### src/rtl/ptp_cls_pkg.sv
package ptp_cls_pkg;

    typedef enum logic [2:0] {
        MODE_OFF      = 3'd0,
        MODE_V1_SYNC  = 3'd1,
        MODE_V1_DREQ  = 3'd2,
        MODE_V2_EVENT = 3'd3,
        MODE_V2_SYNC  = 3'd4,
        MODE_V2_DREQ  = 3'd5,
        MODE_ALL      = 3'd6,
        MODE_RSVD     = 3'd7
    } flt_mode_e;

    typedef enum logic [1:0] {
        PK_NONE = 2'd0,
        PK_L2   = 2'd1,
        PK_IP   = 2'd2
    } pay_kind_e;

    typedef struct packed {
        logic       off;
        logic       all;
        logic       l2_en;
        logic       l4_en;
        logic       v1;
        logic [7:0] v1_ctrl;
    } flt_cfg_t;

endpackage

### src/rtl/ptp_cls_mode_dec.sv
module ptp_cls_mode_dec
    import ptp_cls_pkg::*;
(
    input  logic [2:0] mode,
    output flt_cfg_t   cfg
);

    always_comb begin
        cfg = '0;
        case (flt_mode_e'(mode))
            MODE_V1_SYNC: begin
                cfg.l4_en   = 1'b1;
                cfg.v1      = 1'b1;
                cfg.v1_ctrl = 8'd0;
            end
            MODE_V1_DREQ: begin
                cfg.l4_en   = 1'b1;
                cfg.v1      = 1'b1;
                cfg.v1_ctrl = 8'd1;
            end
            MODE_V2_EVENT, MODE_V2_SYNC, MODE_V2_DREQ: begin
                // narrow version-2 requests are widened to every event type
                cfg.l2_en = 1'b1;
                cfg.l4_en = 1'b1;
            end
            MODE_ALL: cfg.all = 1'b1;
            default:  cfg.off = 1'b1;
        endcase
    end

endmodule

### src/rtl/ptp_cls_byte_idx.sv
module ptp_cls_byte_idx #(
    parameter int IDX_W = 8
) (
    input  logic             clk,
    input  logic             rst_n,
    input  logic             in_vld,
    input  logic             in_sof,
    output logic [IDX_W-1:0] idx
);

    localparam logic [IDX_W-1:0] IDX_SAT = '1;

    logic [IDX_W-1:0] cnt_d, cnt_q;

    always_comb begin
        idx   = (in_vld && in_sof) ? '0 : cnt_q;
        cnt_d = cnt_q;
        if (in_vld) begin
            cnt_d = (idx == IDX_SAT) ? idx : idx + IDX_W'(1);
        end
    end

    always_ff @(posedge clk or negedge rst_n) begin
        if (!rst_n) cnt_q <= '0;
        else        cnt_q <= cnt_d;
    end

endmodule

### src/rtl/ptp_event_classifier.sv
module ptp_event_classifier
    import ptp_cls_pkg::*;
#(
    parameter int          IDX_W      = 8,
    parameter logic [15:0] PTP_ETYPE  = 16'h88F7,
    parameter logic [15:0] VLAN_TPID  = 16'h8100,
    parameter logic [15:0] IPV4_ETYPE = 16'h0800,
    parameter logic [7:0]  UDP_PROTO  = 8'd17,
    parameter logic [15:0] EVENT_PORT = 16'd319,
    parameter int          V1_CTRL_AT = 32
) (
    input  logic       clk,
    input  logic       rst_n,
    input  logic       in_vld,
    input  logic       in_sof,
    input  logic [7:0] in_data,
    input  logic [2:0] cfg_mode,
    input  logic       cfg_src_port_chk,
    output logic       stamp_req,
    output logic       stamp_hit,
    output logic       decided
);

    localparam logic [IDX_W-1:0] ETYPE_AT  = IDX_W'(12);
    localparam logic [IDX_W-1:0] TAG_LEN   = IDX_W'(4);
    localparam logic [IDX_W-1:0] ETYPE_LEN = IDX_W'(2);
    localparam logic [IDX_W-1:0] UDP_LEN   = IDX_W'(8);
    localparam logic [IDX_W-1:0] CTRL_OFS  = IDX_W'(V1_CTRL_AT);
    localparam logic [IDX_W-1:0] IP_PROTO  = IDX_W'(9);
    localparam logic [IDX_W-1:0] ONE       = IDX_W'(1);
    localparam logic [IDX_W-1:0] NOWHERE   = '1;

    typedef struct packed {
        logic             act;
        logic             done;
        logic             hit;
        logic             req;
        logic             tag_seen;
        pay_kind_e        kind;
        logic [7:0]       hold;
        logic [3:0]       msg;
        logic [IDX_W-1:0] eth_ofs;
        logic [IDX_W-1:0] pay_ofs;
        logic [IDX_W-1:0] udp_ofs;
        logic [IDX_W-1:0] ptp_ofs;
    } st_t;

    flt_cfg_t         cfg;
    logic [IDX_W-1:0] idx;
    st_t              st_d, st_q;

    ptp_cls_mode_dec u_mode_dec (
        .mode (cfg_mode),
        .cfg  (cfg)
    );

    ptp_cls_byte_idx #(.IDX_W(IDX_W)) u_byte_idx (
        .clk    (clk),
        .rst_n  (rst_n),
        .in_vld (in_vld),
        .in_sof (in_sof),
        .idx    (idx)
    );

    always_comb begin
        st_t         c;
        logic        fin;
        logic        good;
        logic [15:0] word;

        c    = st_q;
        fin  = 1'b0;
        good = 1'b0;
        word = {st_q.hold, in_data};

        if (in_vld && in_sof) begin
            c.act      = 1'b1;
            c.done     = 1'b0;
            c.hit      = 1'b0;
            c.tag_seen = 1'b0;
            c.kind     = PK_NONE;
            c.eth_ofs  = ETYPE_AT;
            c.pay_ofs  = NOWHERE;
            c.udp_ofs  = NOWHERE;
            c.ptp_ofs  = NOWHERE;
        end

        st_d     = c;
        st_d.req = 1'b0;

        if (in_vld && c.act) begin
            // mode-only decisions on the first byte
            if (idx == '0) begin
                if (cfg.off) begin
                    fin = 1'b1;
                end else if (cfg.all) begin
                    fin  = 1'b1;
                    good = 1'b1;
                end
            end

            // ethertype, possibly behind one tag
            if (idx == c.eth_ofs) st_d.hold = in_data;
            if (idx == c.eth_ofs + ONE) begin
                if (word == VLAN_TPID && !c.tag_seen) begin
                    st_d.tag_seen = 1'b1;
                    st_d.eth_ofs  = c.eth_ofs + TAG_LEN;
                end else if (word == PTP_ETYPE && cfg.l2_en) begin
                    st_d.kind    = PK_L2;
                    st_d.pay_ofs = c.eth_ofs + ETYPE_LEN;
                    st_d.ptp_ofs = c.eth_ofs + ETYPE_LEN;
                end else if (word == IPV4_ETYPE && cfg.l4_en) begin
                    st_d.kind    = PK_IP;
                    st_d.pay_ofs = c.eth_ofs + ETYPE_LEN;
                end else begin
                    fin = 1'b1;
                end
            end

            // IPv4 and UDP headers
            if (c.kind == PK_IP) begin
                if (idx == c.pay_ofs) begin
                    if (in_data[7:4] != 4'd4 || in_data[3:0] < 4'd5) begin
                        fin = 1'b1;
                    end else begin
                        st_d.udp_ofs = c.pay_ofs + IDX_W'({in_data[3:0], 2'b00});
                        st_d.ptp_ofs = c.pay_ofs + IDX_W'({in_data[3:0], 2'b00}) + UDP_LEN;
                    end
                end
                if (idx == c.pay_ofs + IP_PROTO && in_data != UDP_PROTO) fin = 1'b1;
                if (idx == c.udp_ofs) st_d.hold = in_data;
                if (idx == c.udp_ofs + ONE && cfg_src_port_chk && word != EVENT_PORT) fin = 1'b1;
                if (idx == c.udp_ofs + IDX_W'(2)) st_d.hold = in_data;
                if (idx == c.udp_ofs + IDX_W'(3) && word != EVENT_PORT) fin = 1'b1;
            end

            // time header
            if (c.kind != PK_NONE) begin
                if (idx == c.ptp_ofs) st_d.msg = in_data[3:0];
                if (idx == c.ptp_ofs + ONE) begin
                    if (cfg.v1) begin
                        if (in_data[3:0] != 4'd1) fin = 1'b1;
                    end else begin
                        fin  = 1'b1;
                        good = (in_data[3:0] == 4'd2) && (c.msg < 4'd4);
                    end
                end
                if (cfg.v1 && idx == c.ptp_ofs + CTRL_OFS) begin
                    fin  = 1'b1;
                    good = (in_data == cfg.v1_ctrl);
                end
            end

            if (fin) begin
                st_d.act  = 1'b0;
                st_d.done = 1'b1;
                st_d.hit  = good;
                st_d.req  = good;
            end
        end
    end

    always_ff @(posedge clk or negedge rst_n) begin
        if (!rst_n) st_q <= '0;
        else        st_q <= st_d;
    end

    assign stamp_req = st_q.req;
    assign stamp_hit = st_q.hit;
    assign decided   = st_q.done;

endmodule

### config.mk
export PLATFORM = sky130hd
export DESIGN_NAME = ptp_event_classifier
export DESIGN_NICKNAME = d
export VERILOG_FILES = /design/src/rtl/ptp_cls_pkg.sv /design/src/rtl/ptp_cls_mode_dec.sv /design/src/rtl/ptp_cls_byte_idx.sv /design/src/rtl/ptp_event_classifier.sv
export SDC_FILE = /design/constraint.sdc
export NUM_CORES = 1
export LEC_CHECK = 0
export CELL_PAD_IN_SITES_DETAIL_PLACEMENT = 1
export CELL_PAD_IN_SITES_GLOBAL_PLACEMENT = 2
export CORE_AREA = 2 2 127 129
export CTS_CLUSTER_SIZE = 8
export DETAILED_ROUTE_END_ITERATION = 6
export DIE_AREA = 0 0 129 131
export PLACE_DENSITY = 0.88
export SLEW_MARGIN = 20
export SYNTH_ARGS = -nofsm -noshare
export SYNTH_HDL_FRONTEND = slang
export SYNTH_HIERARCHICAL = 1
export SYNTH_SLANG_ARGS = --single-unit
### constraint.sdc
create_clock -name clk -period 3.4 [get_ports clk]
set_clock_uncertainty 0.15 [all_clocks]
set_input_delay 0.85 -clock clk [delete_from_list [all_inputs] [get_ports clk]]
set_output_delay 0.85 -clock clk [all_outputs]
set_load 0.01 [all_outputs]
Word-level counts from Yosys, hierarchy flattened
Cells that the tools add are included.
{ "classes": {"add_sub_neg": 12, "multipliers": 0, "div_mod_pow": 0, "n_lt_le_gt_ge": 2, "n_eq_ne": 28, "shifts": 0, "mux": 58, "bitwise": 0, "reduce_logical": 19} }
{ "ops": {"columns": ["cell", "n"], "rows": [
  ["$mux 8", 13],
  ["$eq 8x8->1", 12],
  ["$mux 16", 4],
  ["$mux 51", 1],
  ["$add 8x1->8 const B", 4],
  ["$eq 16x16->1 const B", 2],
  ["$mux 32", 1],
  ["$mux 1", 29],
  ["$add 8x2->8 const B", 3],
  ["$pmux 9 s2", 1],
  ["$add 8x4->8 const B", 2],
  ["$eq 16x12->1 const B", 1],
  ["$ne 16x9->1 const B", 1],
  ["$mux 4", 3],
  ["$logic_and 1x1->1", 11],
  ["$eq 3x3->1 const B", 3],
  ["$mux 3", 3],
  ["$add 8x3->8 const B", 1],
  ["$add 8x6->8", 1],
  ["$add 8x6->8 const B", 1],
  ["$eq 8x8->1 const B", 1],
  ["$logic_not 8->1", 1],
  ["$lt 4x3->1 const B", 2],
  ["$ne 8x5->1 const B", 1],
  ["14 further kinds", 17]
]} }
{ "totals": {"register_bits": 59, "latch_bits": 0, "ramBits": 0, "rom_bits": 0, "inputBits": 16, "output_inout_bits": 3, "elab_cells": 132, "n_memories": 0} }

Depth between registers and ports, before layout
{ "logic_depth": {"ltp_word": 23, "ltp_mapped": 20, "ltp_nobuf": 12} }

Modules after synthesis
Netlist, hierarchy kept.
{ "modules_own_cells": {"columns": ["mod", "n_inst", "cells_per_inst", "area_each_um2", "seq_area_each_um2"], "rows": [
  ["ptp_event_classifier", 1, 678, 5406.4, 1226.2],
  ["ptp_cls_byte_idx", 1, 49, 455.4, 200.2],
  ["ptp_cls_mode_dec", 1, 21, 133.9, 0.0]
]} }

Worst setup path after synthesis
OpenSTA, ideal clock, no wires.
{ "synth_path": {"kind": "input -> register", "from": "input in_sof", "to": "register st_q (netlist bit stamp_hit)", "setup_ns": 0.125, "arrival_time_ns": 4.318, "required_ns": 3.125, "path_slack_ns": -1.193, "stages": 16, "n_path_buf": 5, "path_cell_list": "buf_6 buf_2 nand2_2 buf_2 buf_1 clkbuf_1 nand2b_1 ha_1 nand2_1 xnor3_1 a2111oi_2 nand4_1 or4_1 a41oi_2 nor4_2 mux2_4"} }
{ "synth_rtl": {"columns": ["item", "line", "rtl"], "rows": [
  ["from (decl)", "ptp_event_classifier.sv:15", "input logic in_sof,"],
  ["to (signal assigned)", "ptp_event_classifier.sv:165", "else st_q <= st_d;"],
  ["to (decl)", "ptp_event_classifier.sv:50", "st_t st_d, st_q;"]
]} }

==> results.sh <==
export IMPL_total_i_o_pin_count=19
export IMPL_routed_via_count=6848
export IMPL_worst_setup_path_end_kind="register"
export IMPL_setup_tns_ns=-0.155
export IMPL_synth_cell_area_um2=6000
export IMPL_ys_ff_latch=57
export IMPL_worstHoldPathType="reg -> reg"
export IMPL_gate_power_share_pct=26.5
export IMPL_grt_first_pass_wirelength_mm=39.7
export IMPL_timing_max_slew_rel_slack_pct=41.6
export IMPL_preCtsSetupSlack_ns=-1.03
export IMPL_floorplan_core_area_um2=15600
export IMPL_die_area_um2=16900
export IMPL_fraction_of_final_layout_cells_sized_beyond_drive_strength_1_pct=32.4
export IMPL_power_clock_fraction_pct=41.8
export IMPL_floorplan_rows=46
export IMPL_globalplace_congestion=0.994
export IMPL_finalHoldWorstSlack_ns=0.383
export IMPL_synth_edff_count=0
export IMPL_final_critical_path_setup_slack_ns=-0.0751
export IMPL_wl_per_cell_um=23.1
export IMPL_global_route_overflow_total=0
export IMPL_grt_pass1_vias=7206
export IMPL_ctsRootBufferMaster="sky130_fd_sc_hd__clkbuf_16"
export IMPL_grt_setup_unrepaired="true"
export IMPL_routed_wl_mm=25.8
export IMPL_outcome="finished with violations"
export IMPL_finalHoldViolations=0
export IMPL_finalSetupViolCount=3
export IMPL_seq_power_share_pct=31.7
export IMPL_n_antenna_cell=0
export IMPL_die_width_um=129
export IMPL_avgSynthCellArea_um2=8.02
export IMPL_failed_checks="setup timing"
export IMPL_timing_final_crit_period_ns=3.48
export IMPL_clock_sinks=57
export IMPL_antenna_found_initial=0
export IMPL_clock_latency_ns=0.34
export IMPL_ys_flop_type="sky130_fd_sc_hd__dfrtp_1"
export IMPL_total_leakage_power_nw=3.54
export IMPL_floorplan_initialDensity_pct=38.4
export IMPL_groute_usage_overall_pct=30.6
export IMPL_cp_required_ns=3.48
export IMPL_area_growth_syn_to_layout_pct=37.1
export IMPL_drc=0
export IMPL_cell_internal_pwr_mw=1.64
export IMPL_cts_max_level=3
export IMPL_synth_cell_type_count=90
export IMPL_path_class="in -> reg"
export IMPL_syn_inst=748
export IMPL_die_height_um=131
export IMPL_detail_route_iter0_violations=581
export IMPL_p_sw_mw=0.737
export IMPL_fmax_mhz=288
export IMPL_clockBufferDepth=2
export IMPL_viasPerCell=6.13
export IMPL_fin_nets=928
export IMPL_cap_viol_max_count=0
export IMPL_cts_tree="done"
export IMPL_powerDensity_nw_per_um2=289
export IMPL_finalMaxSlewViolations=0
export IMPL_cts_hold_buf=0
export IMPL_vdd_drop_max_v=0.000216
export IMPL_yosysWarningCount=6
export IMPL_portBuffers=18
export IMPL_grt_start_max_net_pins=58
export IMPL_ant_nets=0
export IMPL_path_max_fanout=6
export IMPL_worst_ep_arrival_time_ns=3.56
export IMPL_firstDrtPassIters=6
export IMPL_ys_async_sr_fraction_pct=100
export IMPL_dp_final_hpwl_mm=18.2
export IMPL_final_period_utilization_pct=102
export IMPL_synth_seq_area_share_pct=23.8
export IMPL_reg2reg_setup_slack_ns=0.13
export IMPL_timing_worst_slew_pin_value_ns=0.869
export IMPL_clock_pin_slew_worst_setup_and_hold_paths_ns=0.06
export IMPL_n_fill_cell=1853
export IMPL_power_share_switching_pct=31.0
export IMPL_cts_buffer_count=9
export IMPL_cp_start_kind="input port"
## flip-flops by register name (all words and copies together) (netlist names)
register          count
decided               1
st_q                 46
stamp_hit             1
stamp_req             1
u_byte_idx/cnt_q      8
## path summary, 6_finish.rpt
path / from / depth (start not counted) / end
hold reg to reg: st_q[34] / 1 / st_q[34]
hold / removal: st_q[34] / 1 / st_q[34]
setup reg to reg: st_q[37] / 6 / stamp_hit
max in group asynchronous: rst_n / 2 / st_q[11]
min in group asynchronous: rst_n / 2 / st_q[25]
setup / recovery: in_sof / 14 / stamp_hit
## stage by stage
step / std cells / utilization [%] / area, µm² / total power, mW
floorplan: 754 / - / 6260 / 1.10
global placement: 1093 / 48.8 / 7620 / 1.30
detailed placement: 1093 / 48.8 / 7620 / 1.33
CTS: 1114 / 52.1 / 8120 / 2.34
global route: 1117 / 52.7 / 8220 / 2.45
finish: 1117 / 52.7 / 8220 / 2.38
## cell type report
cell class / count / area, µm² / area share, %
multi-input cells: 603 / 4460 / 54.3
repair buffers: 201 / 1650 / 20.1
flip-flops and latches: 57 / 1430 / 17.4
well taps: 216 / 270 / 3.29
clock buffers: 11 / 233 / 2.83
inverters: 24 / 92.6 / 1.13
clock inverters: 5 / 80.1 / 0.974
## repair_timing
item | CTS | global route
endpoints found under the setup margin | 47 | 19
pin swaps | 17 | 11
cloned | 0 | 0
gates resized for setup | 36 | 20
setup buffers | 5 | 3
## Yosys cell counts, types with 6 or more instances
cell type,instances,area [µm²]
sky130_fd_sc_hd__a211oi_1,9,67.6
sky130_fd_sc_hd__a21boi_0,6,45.0
sky130_fd_sc_hd__a21o_1,6,45.0
sky130_fd_sc_hd__a21oi_1,60,300
sky130_fd_sc_hd__a22oi_1,10,75.1
sky130_fd_sc_hd__a31oi_1,7,43.8
sky130_fd_sc_hd__and2_1,13,81.3
sky130_fd_sc_hd__and3_1,10,62.6
sky130_fd_sc_hd__buf_1,6,22.5
sky130_fd_sc_hd__buf_2,24,120
sky130_fd_sc_hd__buf_4,8,60.1
sky130_fd_sc_hd__buf_6,6,67.6
sky130_fd_sc_hd__clkbuf_1,26,97.6
sky130_fd_sc_hd__dfrtp_1,57,1430
sky130_fd_sc_hd__ha_1,15,188
sky130_fd_sc_hd__inv_1,23,86.3
sky130_fd_sc_hd__mux2_2,15,169
sky130_fd_sc_hd__mux2i_1,14,140
sky130_fd_sc_hd__nand2_1,56,210
sky130_fd_sc_hd__nand2b_1,12,75.1
sky130_fd_sc_hd__nand3_1,23,115
sky130_fd_sc_hd__nand4_1,17,106
sky130_fd_sc_hd__nor2_1,60,225
sky130_fd_sc_hd__nor3_1,19,95.1
sky130_fd_sc_hd__nor4_1,9,56.3
sky130_fd_sc_hd__nor4b_1,6,52.6
sky130_fd_sc_hd__o21ai_0,25,125
sky130_fd_sc_hd__o22ai_1,12,75.1
sky130_fd_sc_hd__o32a_1,9,90.1
sky130_fd_sc_hd__or3_1,8,50.1
sky130_fd_sc_hd__xnor2_1,47,412
sky130_fd_sc_hd__xor2_1,27,236
## power groups by stage
stage	combinational [mW]	clock, mW	sequential [mW]
detailed placement	0.569	0	0.763
floorplan	0.347	0	0.750
global placement	0.546	0	0.756
finish	0.630	0.993	0.752
global route	0.664	1.03	0.757
CTS	0.600	0.992	0.751
## metal layers
layer	part of all wire, %	vias to the layer above	global-route usage [%]	wire [µm]
met5	0	-	0	0
met4	4.8	0	15.5	1240
met3	6.5	101	4.19	1670
met2	49	331	53.5	12800
met1	39	3402	36.8	10200
li1	-	3014	-	-
## cell families (layout without fill, tap and decap cells)
logic type | Yosys count | in the layout | synth area share, %
simple gates | 280 | 280 | 25.5
xor+xnor | 75 | 75 | 11.2
other cells | 1 | 7 | 0.0625
compound gates | 193 | 193 | 22.4
fa+ha+maj | 16 | 16 | 3.46
buf+inv | 94 | 241 | 7.64
flops | 57 | 57 | 23.8
mux | 32 | 32 | 5.91
## worst max-delay path, cell delays in order
cell	delay (ns)
sky130_fd_sc_hd__buf_12	0.11
sky130_fd_sc_hd__nand2_4	0.06
sky130_fd_sc_hd__buf_6	0.14
sky130_fd_sc_hd__and2_4	0.16
sky130_fd_sc_hd__ha_4	0.15
sky130_fd_sc_hd__buf_4	0.10
sky130_fd_sc_hd__nand2_1	0.05
sky130_fd_sc_hd__or3_1	0.33
sky130_fd_sc_hd__nand3_1	0.13
sky130_fd_sc_hd__nand3_1	0.18
sky130_fd_sc_hd__or4_4	0.62
sky130_fd_sc_hd__a41oi_4	0.28
sky130_fd_sc_hd__nor4_4	0.08
sky130_fd_sc_hd__mux2_4	0.30
## cell usage in the layout, fill, tap and decap left out, types with 16 or more instances in the layout
| master | count |
|---|---|
| sky130_fd_sc_hd__nand2_1 | 53 |
| sky130_fd_sc_hd__xor2_1 | 26 |
| sky130_fd_sc_hd__inv_1 | 20 |
| sky130_fd_sc_hd__nor3_1 | 16 |
| sky130_fd_sc_hd__nand3_1 | 20 |
| sky130_fd_sc_hd__xnor2_1 | 45 |
| sky130_fd_sc_hd__buf_4 | 173 |
| sky130_fd_sc_hd__dfrtp_1 | 57 |
| sky130_fd_sc_hd__a21oi_1 | 56 |
| sky130_fd_sc_hd__nand4_1 | 17 |
| sky130_fd_sc_hd__nor2_1 | 56 |
| sky130_fd_sc_hd__o21ai_0 | 23 |
No activity file was read; power rests on OpenSTA's default activity.
